--- src/rtl/nib5b_pkg.sv ---
package nib5b_pkg;
  localparam int NIB_W = 4;
  localparam int SYM_W = 5;

  localparam logic [SYM_W-1:0] CG_IDLE = 5'b11111;
  localparam logic [SYM_W-1:0] CG_J    = 5'b11000;
  localparam logic [SYM_W-1:0] CG_K    = 5'b10001;
  localparam logic [SYM_W-1:0] CG_T    = 5'b01101;
  localparam logic [SYM_W-1:0] CG_R    = 5'b00111;
  localparam logic [SYM_W-1:0] CG_H    = 5'b00100;
  localparam logic [NIB_W-1:0] ERR_NIB = 4'b1110;

  typedef enum logic [2:0] {
    ST_IDLE = 3'd0,
    ST_K    = 3'd1,
    ST_DATA = 3'd2,
    ST_T    = 3'd3,
    ST_R    = 3'd4
  } tx_state_e;

  typedef struct packed {
    logic             err;
    logic             ctl;
    logic [NIB_W-1:0] nib;
  } dec_res_t;

  // 4B/5B data mapping
  function automatic logic [SYM_W-1:0] enc_nibble(input logic [NIB_W-1:0] d);
    logic [SYM_W-1:0] g;
    case (d)
      4'h0: g = 5'b11110;
      4'h1: g = 5'b01001;
      4'h2: g = 5'b10100;
      4'h3: g = 5'b10101;
      4'h4: g = 5'b01010;
      4'h5: g = 5'b01011;
      4'h6: g = 5'b01110;
      4'h7: g = 5'b01111;
      4'h8: g = 5'b10010;
      4'h9: g = 5'b10011;
      4'hA: g = 5'b10110;
      4'hB: g = 5'b10111;
      4'hC: g = 5'b11010;
      4'hD: g = 5'b11011;
      4'hE: g = 5'b11100;
      default: g = 5'b11101;
    endcase
    return g;
  endfunction

  // Inverse mapping with control and error classification
  function automatic dec_res_t dec_group(input logic [SYM_W-1:0] g);
    dec_res_t r;
    r.err = 1'b0;
    r.ctl = 1'b0;
    r.nib = '0;
    case (g)
      5'b11110: r.nib = 4'h0;
      5'b01001: r.nib = 4'h1;
      5'b10100: r.nib = 4'h2;
      5'b10101: r.nib = 4'h3;
      5'b01010: r.nib = 4'h4;
      5'b01011: r.nib = 4'h5;
      5'b01110: r.nib = 4'h6;
      5'b01111: r.nib = 4'h7;
      5'b10010: r.nib = 4'h8;
      5'b10011: r.nib = 4'h9;
      5'b10110: r.nib = 4'hA;
      5'b10111: r.nib = 4'hB;
      5'b11010: r.nib = 4'hC;
      5'b11011: r.nib = 4'hD;
      5'b11100: r.nib = 4'hE;
      5'b11101: r.nib = 4'hF;
      CG_IDLE, CG_J, CG_K, CG_T, CG_R: r.ctl = 1'b1;
      default: begin
        r.err = 1'b1;
        r.nib = ERR_NIB;
      end
    endcase
    return r;
  endfunction
endpackage

--- src/rtl/nib5b_tx_seq.sv ---
module nib5b_tx_seq
  import nib5b_pkg::*;
(
  input  logic             clk,
  input  logic             rst_n,
  input  logic             tx_en,
  input  logic             tx_er,
  input  logic [NIB_W-1:0] txd,
  output logic [SYM_W-1:0] sym_o,
  output logic             sof_evt,
  output logic             eof_evt,
  output logic             data_ph,
  output logic             idle_ph
);
  tx_state_e        st_q, st_d;
  logic [SYM_W-1:0] sym_q, sym_d;

  always_comb begin
    st_d  = st_q;
    sym_d = CG_IDLE;
    case (st_q)
      ST_IDLE: begin
        if (tx_en) begin
          sym_d = CG_J;
          st_d  = ST_K;
        end
      end
      ST_K: begin
        sym_d = CG_K;
        st_d  = tx_en ? ST_DATA : ST_T;
      end
      ST_DATA: begin
        if (tx_en) begin
          sym_d = tx_er ? CG_H : enc_nibble(txd);
        end else begin
          sym_d = CG_T;
          st_d  = ST_R;
        end
      end
      ST_T: begin
        sym_d = CG_T;
        st_d  = ST_R;
      end
      ST_R: begin
        sym_d = CG_R;
        st_d  = ST_IDLE;
      end
      default: st_d = ST_IDLE;
    endcase
  end

  always_ff @(posedge clk) begin
    if (!rst_n) begin
      st_q  <= ST_IDLE;
      sym_q <= CG_IDLE;
    end else begin
      st_q  <= st_d;
      sym_q <= sym_d;
    end
  end

  assign sym_o   = sym_q;
  assign idle_ph = (st_q == ST_IDLE);
  assign data_ph = (st_q == ST_DATA);
  assign sof_evt = idle_ph && tx_en;
  assign eof_evt = data_ph && !tx_en;
endmodule

--- src/rtl/nib5b_rx_dec.sv ---
module nib5b_rx_dec
  import nib5b_pkg::*;
#(
  parameter bit DEC_REG = 1'b1
)(
  input  logic             clk,
  input  logic             rst_n,
  input  logic [SYM_W-1:0] grp_i,
  output logic [NIB_W-1:0] nib_o,
  output logic             err_o,
  output logic             ctl_o
);
  dec_res_t res;
  assign res = dec_group(grp_i);

  generate
    if (DEC_REG) begin : g_reg
      dec_res_t res_q;
      always_ff @(posedge clk) begin
        if (!rst_n) res_q <= '0;
        else        res_q <= res;
      end
      assign nib_o = res_q.nib;
      assign err_o = res_q.err;
      assign ctl_o = res_q.ctl;
    end else begin : g_comb
      assign nib_o = res.nib;
      assign err_o = res.err;
      assign ctl_o = res.ctl;
    end
  endgenerate
endmodule

--- src/rtl/nib5b_framer.sv ---
module nib5b_framer
  import nib5b_pkg::*;
#(
  parameter bit DEC_REG = 1'b1
)(
  input  logic             clk,
  input  logic             rst_n,
  input  logic             tx_en,
  input  logic             tx_er,
  input  logic [NIB_W-1:0] txd,
  output logic [SYM_W-1:0] sym_o,
  input  logic             lpbk,
  input  logic [SYM_W-1:0] rx_sym_i,
  output logic [NIB_W-1:0] rx_nib_o,
  output logic             rx_err_o,
  output logic             rx_ctl_o
);
  logic             sof_evt, eof_evt, data_ph, idle_ph;
  logic [SYM_W-1:0] dec_src;

  nib5b_tx_seq u_seq (
    .clk     (clk),
    .rst_n   (rst_n),
    .tx_en   (tx_en),
    .tx_er   (tx_er),
    .txd     (txd),
    .sym_o   (sym_o),
    .sof_evt (sof_evt),
    .eof_evt (eof_evt),
    .data_ph (data_ph),
    .idle_ph (idle_ph)
  );

  assign dec_src = lpbk ? sym_o : rx_sym_i;

  nib5b_rx_dec #(.DEC_REG(DEC_REG)) u_dec (
    .clk   (clk),
    .rst_n (rst_n),
    .grp_i (dec_src),
    .nib_o (rx_nib_o),
    .err_o (rx_err_o),
    .ctl_o (rx_ctl_o)
  );
endmodule

--- config.mk ---
export PLATFORM = sky130hd
export DESIGN_NAME = nib5b_framer
export DESIGN_NICKNAME = d
export VERILOG_FILES = /design/src/rtl/nib5b_pkg.sv /design/src/rtl/nib5b_tx_seq.sv /design/src/rtl/nib5b_rx_dec.sv /design/src/rtl/nib5b_framer.sv
export SDC_FILE = /design/constraint.sdc
export NUM_CORES = 1
export LEC_CHECK = 0
export BUFFER_PORTS_ARGS = -buffer_cell sky130_fd_sc_hd__buf_2
export CELL_PAD_IN_SITES_DETAIL_PLACEMENT = 0
export CELL_PAD_IN_SITES_GLOBAL_PLACEMENT = 1
export CORE_MARGIN = 1.5
export CORE_UTILIZATION = 33
export CTS_CLUSTER_DIAMETER = 100
export DETAILED_ROUTE_END_ITERATION = 8
export PLACE_DENSITY = 0.84
export SYNTH_ARGS = -nofsm -noshare
export SYNTH_HDL_FRONTEND = slang
export SYNTH_SLANG_ARGS = --single-unit
--- constraint.sdc ---
create_clock -name clk -period 1.39 [get_ports clk]
set_input_delay 0.2085 -clock clk [delete_from_list [all_inputs] [get_ports clk]]
set_output_delay 0.2085 -clock clk [all_outputs]
set_load 0.02 [all_outputs]
# After elaboration in Yosys (flattened, before gate mapping)
# Memories as Yosys holds them, arrays and structs flattened.
# Index checks and enable logic that the tools add are counted.
[totals] latchBits=0 rom_bits=80 ramBits=0 out_inout_bits=11 in_bits=14 elab_cells=50 mem_count=1 ff_bits=14
[classes] shifts=0 add_sub_neg=0 reduce_logical=5 div_mod_pow=0 bitwise_logic=0 magnitude_cmp=0 n_mux=12 n_mul=0 n_eq_ne=27
[memory_table] name="(name not given)" depth=16 width=5 rd=1 rd_ports_with_merged_regs=0 write_ports=0 line_no="nib5b_pkg.sv:30" text="case (d)"
[ops] op="$eq 5x5->1 const B" n=14
[ops] op="$pmux 4 s15" n=1
[ops] op="$eq 5x4->1 const B" n=6
[ops] op="$pmux 5 s5" n=1
[ops] op="$reduce_or 21->1" n=1
[ops] op="$mux 5" n=3
[ops] op="$pmux 3 s4" n=1
[ops] op="$mux 3" n=3
[ops] op="$eq 3x2->1 const B" n=2
[ops] op="$reduce_or 6->1" n=1
[ops] op="$eq 5x3->1 const B" n=1
[ops] op="$reduce_or 5->1" n=1
[ops] op="$ne 2x2->1 const B" n=2
[ops] op="$eq 3x1->1 const B" n=1
[ops] op="$eq 3x3->1 const B" n=1
[ops] op="$logic_not 3->1" n=1
[ops] op="$mux 1" n=3
[ops] op="$reduce_and 2->1" n=1

# Depth between registers and ports, before layout
[logic_depth] word_depth=4 mapped_depth=6 ltp_nobuf=4

# By module
# From an unflattened synthesis, not the netlist that was laid out.
[hier_totals] hier_cells=110 area_unflattened_um2=952.2
[by_module_without_submodules] module="nib5b_rx_dec" seq_area_each_um2=120.1 cells_each=58 n_inst=1 area_each_um2=461.7
[by_module_without_submodules] module="nib5b_tx_seq" seq_area_each_um2=160.2 cells_each=47 n_inst=1 area_each_um2=434.2
[by_module_without_submodules] module="nib5b_framer" seq_area_each_um2=0.0 cells_each=5 n_inst=1 area_each_um2=56.3

# Worst setup path after synthesis
# Ideal clock, no wire load.
[synth_path] path_kind="input to register" from="input lpbk" to="register u_dec.g_reg.res_q, in the netlist u_dec.nib_o[1]" setup_ps=118 path_buffers=1 arrival_time_ps=1260 cell_stages=5 required_time_ps=1272 path_slack_ps=12 cell_sequence="buf_6 -> mux2_4 -> nor4_2 -> a211oi_1 -> o2111a_1"
[synth_between] elab_chain_len=4 word_cells_on_any_way=23 classes_between="eq/ne: 20; mux: 2; reduce/logical: 1"
[synth_lines] item="start: declaration" line_no="nib5b_framer.sv:12" text="input logic lpbk,"
[synth_lines] item="$mux 5 *" line_no="nib5b_framer.sv:34" text="assign dec_src = lpbk ? sym_o : rx_sym_i;"
[synth_lines] item="$eq 5x5->1 (tied with other cells)" line_no="nib5b_pkg.sv:57" text="case (g)"
[synth_lines] item="$reduce_or 6->1 (no line)"
[synth_lines] item="$pmux 4 s15 *" line_no="nib5b_pkg.sv:57"
[synth_lines] item="end signal: assignment" line_no="nib5b_rx_dec.sv:21" text="else res_q <= res;"
[synth_lines] item="end: declaration" line_no="nib5b_rx_dec.sv:18" text="dec_res_t res_q;"
# Every way passes the cells marked *; elsewhere a longest branch is shown, timed or not.
# A chain may end at the register's enable or synchronous reset.

# Final worst setup path
[layout_path] from="register u_seq.sym_q[4] (netlist: u_seq.sym_o[4])" to="register u_dec.g_reg.res_q, in the netlist u_dec.nib_o[1]"
[layout_between] elab_chain_len=4 word_cells_on_any_way=23 classes_between="eq/ne: 20; mux: 2; reduce/logical: 1"
[layout_lines] item="start: declaration" line_no="nib5b_tx_seq.sv:16" text="logic [SYM_W-1:0] sym_q, sym_d;"
[layout_lines] item="start signal: assignment" line_no="nib5b_tx_seq.sv:58" text="sym_q <= sym_d;"
[layout_lines] item="$mux 5 *" line_no="nib5b_framer.sv:34"
[layout_lines] item="$eq 5x5->1 (tied with other cells)" line_no="nib5b_pkg.sv:57"
[layout_lines] item="$reduce_or 6->1 (no line)"
[layout_lines] item="$pmux 4 s15 *" line_no="nib5b_pkg.sv:57"
# Marks and branches as above.

==> results.md <==
* Yosys cell types at 41
* Fraction of layout cells with a size suffix above 1 at 38.0%
* WP buf/inv at 0
* CTS buffer count at 3
* Outcome: complete, no violations
* Die X at about 55 µm
* Yosys reg bits at 14
* # hold bufs at CTS at 0
* Synthesized net count at between 100 and 150
* Static leakage at roughly 0.00050 µW
* Drt wl/cell at roughly 13 µm
* Iter 0 DRT Violations at 13
* Ys Warns at 0
* Post-DRT Antenna Nets at 0
* Synthesized area per cell at between 8 and 9 µm²
* RSZ-0062 raised after global routing: no
* Vias at 922
* Critical path type: reg -> reg
* Crit path launch type: register
* Vias per cell at 5.52
* Clk slew on worst S/H paths at about 0.090 ns
* Hold/Removal Path Class: in -> reg
* Critical Path Max Stage Delay at about 0.35 ns
* H-tree Lvls at 1
* Critical path cell sequence: mux2_4 -> nor4_2 -> a211oi_1 -> o2111a_1
* Area of the multi-input gates at roughly 570 µm²
* TritonCTS clock tree: built
* Cell Area, Synth at about 880 µm²
* Ant. Diodes at 0
* Filler cells at approximately 260
* Sequential-to-total area share from yosys stat at 31.8%
* Largest net degree at the start of global routing at 12
* Die Area at around 3000 µm²
* Setup violators final at 0
* CTS root buf: clkbuf_4
* Pre-antenna DRT Iters at 4
* GRT Overall Usage at 17.2%
* Cts repair resizes at 0
* Maximum clock rate at 749 MHz
* IO Pins at 25
* Final Core Density at between 40% and 50%
* Post-Route Skew at between 0.004 and 0.005 ns
* Initial core utilization at 35.3%
* Final slew viol count at 0
* Total core area at approximately 2500 µm²
* Placed Cells incl. Taps at roughly 160
* Non-filler cells, final at 167
* Site Rows at 18
* Post-CTS Setup Bufs at 0
* First-pass GRT wire length at approximately 3700 µm
* Register area at between 200 and 300 µm²
* CTS Buffer Depth at 2
* DRC Markers at 0
* Routed WL at between 2000 and 2500 µm
* Crit. End Element: register
* Commonest non-fill, non-tap cells in the layout: 24 x buf_2, 14 x dfxtp_1, 11 x buf_4
* Port Buffers at 24
* Final Hold Fails at 0
* Antenna violations before repair at 0
* Mapped Cells at 100
* Layout net count at 152
* Max VDD drop at around 0.54 mV
* Clock latency on the worst-skew pair at 0.29 ns
* Max_cap viols at 0
* Grt total ovfl at 0
* Global placer's final weighted congestion at between 0.8 and 0.9
* Delay-heaviest family, CP: flip-flops
* Final worst-path cycle share at 96.0%
* Commonest non-fill, non-tap cell in the layout: buf_2
* Final min period at between 1 and 1.5 ns
* Chip Height at ~55 µm
* CTS sink count at 14
* Slew Limit Headroom at slightly above 80%
* Slowest CP cell: dfxtp_1
* Worst slew pin tran at ~0.27 ns
* Syn-to-layout area delta at 31.1%
* Worst Path Required at 1.57 ns
* Worst EP arrival at approximately 1.5 ns
* Max Fanout on Critical Path at 6
* DPL Wire Length at roughly 1600 µm
* Vias in the first global route at 816
* Total power density per cell area at roughly 1000 nW/µm²
-- sequential cells by signal (all words and copies together), names as in the netlist --
register,count
u_dec.nib_o,4
u_dec.ctl_o,1
u_seq.sym_o,5
u_seq.st_q,3
u_dec.err_o,1
-- final timing paths --
| path | from | end | cells after the start | slack (ns) |
|---|---|---|---|---|
| max | u_seq.sym_o[4] | u_dec.nib_o[1] | 4 | 0.06 |
| min | tx_er | u_seq.sym_o[2] | 3 | 0.20 |
| max reg2reg | u_seq.sym_o[4] | u_dec.nib_o[1] | 4 | 0.06 |
| min reg2reg | u_seq.st_q[2] | u_seq.sym_o[3] | 2 | 0.59 |
-- final cells by class --
| type | count | area share, % |
|---|---|---|
| clock buffers | 4 | 3.14 |
| repair buffers | 36 | 19.3 |
| inverters | 2 | 0.649 |
| flip-flops and latches | 14 | 24.2 |
| well taps | 30 | 3.25 |
| multi-input cells | 81 | 49.5 |
-- routing by layer --
layer  up-vias  part of all wire, %  track usage (%)
met5         -                    0                0
met4         0                  1.1             5.00
li1        459                    -                -
met3         2                  6.0             5.46
met1       428                   41             20.2
met2        33                   52             29.8
-- power by group --
group / switching [µW] / internal, µW
Clock: 144 / 160
Combinational: 226 / 189
Sequential: 30.3 / 444
Total: 401 / 792
-- cell usage after synthesis, drive strengths merged --
| master | n | area [µm²] |
|---|---|---|
| inv | 2 | 7.51 |
| xnor2 | 2 | 17.5 |
| o2111a | 1 | 11.3 |
| a311o | 1 | 10.0 |
| nor2 | 6 | 25.0 |
| mux2i | 5 | 73.8 |
| a21oi | 8 | 40.0 |
| o22ai | 1 | 6.26 |
| o21ai | 9 | 45.0 |
| o31ai | 2 | 15.0 |
| a311oi | 1 | 8.76 |
| o211ai | 1 | 7.51 |
| and3 | 1 | 6.26 |
| o21ba | 1 | 10.0 |
| nand4 | 1 | 6.26 |
| mux2 | 5 | 71.3 |
| nor3 | 4 | 20.0 |
| nand2 | 8 | 30.0 |
| nand2b | 3 | 18.8 |
| clkbuf | 1 | 3.75 |
| nor3b | 1 | 7.51 |
| o221ai | 1 | 8.76 |
| o41ai | 1 | 8.76 |
| buf | 2 | 18.8 |
| o211a | 1 | 10.0 |
| a211oi | 3 | 22.5 |
| nor2b | 2 | 12.5 |
| o2111ai | 1 | 8.76 |
| or3 | 1 | 6.26 |
| dfxtp | 14 | 280 |
| a31oi | 1 | 6.26 |
| nor4 | 2 | 18.8 |
| nand3 | 6 | 30.0 |
| a221oi | 1 | 8.76 |
-- worst reg2reg max path, cell delays in order, from the launching register on --
cell	delay [ns]
dfxtp_1	0.35
mux2_4	0.30
nor4_2	0.26
a211oi_1	0.07
o2111a_1	0.24
-- cell families (layout without fill, tap and decap cells) --
family          after synthesis  in the layout  share of synthesized area, %
xor+xnor                      2              2                          1.99
flops                        14             14                          31.8
buf+inv                       5             42                          3.40
mux                          10             10                          16.5
compound gates               34             34                          25.8
simple gates                 35             35                          20.6
-- stage by stage --
| step | cell area (µm²) | hold WS [ns] | setup slack (ns) | total power (µW) | setup TNS (ns) |
|---|---|---|---|---|---|
| CTS | 1160 | 0.194 | 0.0573 | 1200 | 0 |
| detailed placement | 1120 | 0.491 | -0.105 | 898 | -0.282 |
| floorplan | 882 | 0.342 | 0.0124 | 744 | 0 |
| finish | 1160 | 0.198 | 0.0557 | 1190 | 0 |
| global placement | 1120 | 0.495 | -0.0771 | 891 | -0.215 |
| global route | 1160 | 0.214 | 0.00195 | 1270 | 0 |
Note: power is estimated with default switching activity, not from simulation.
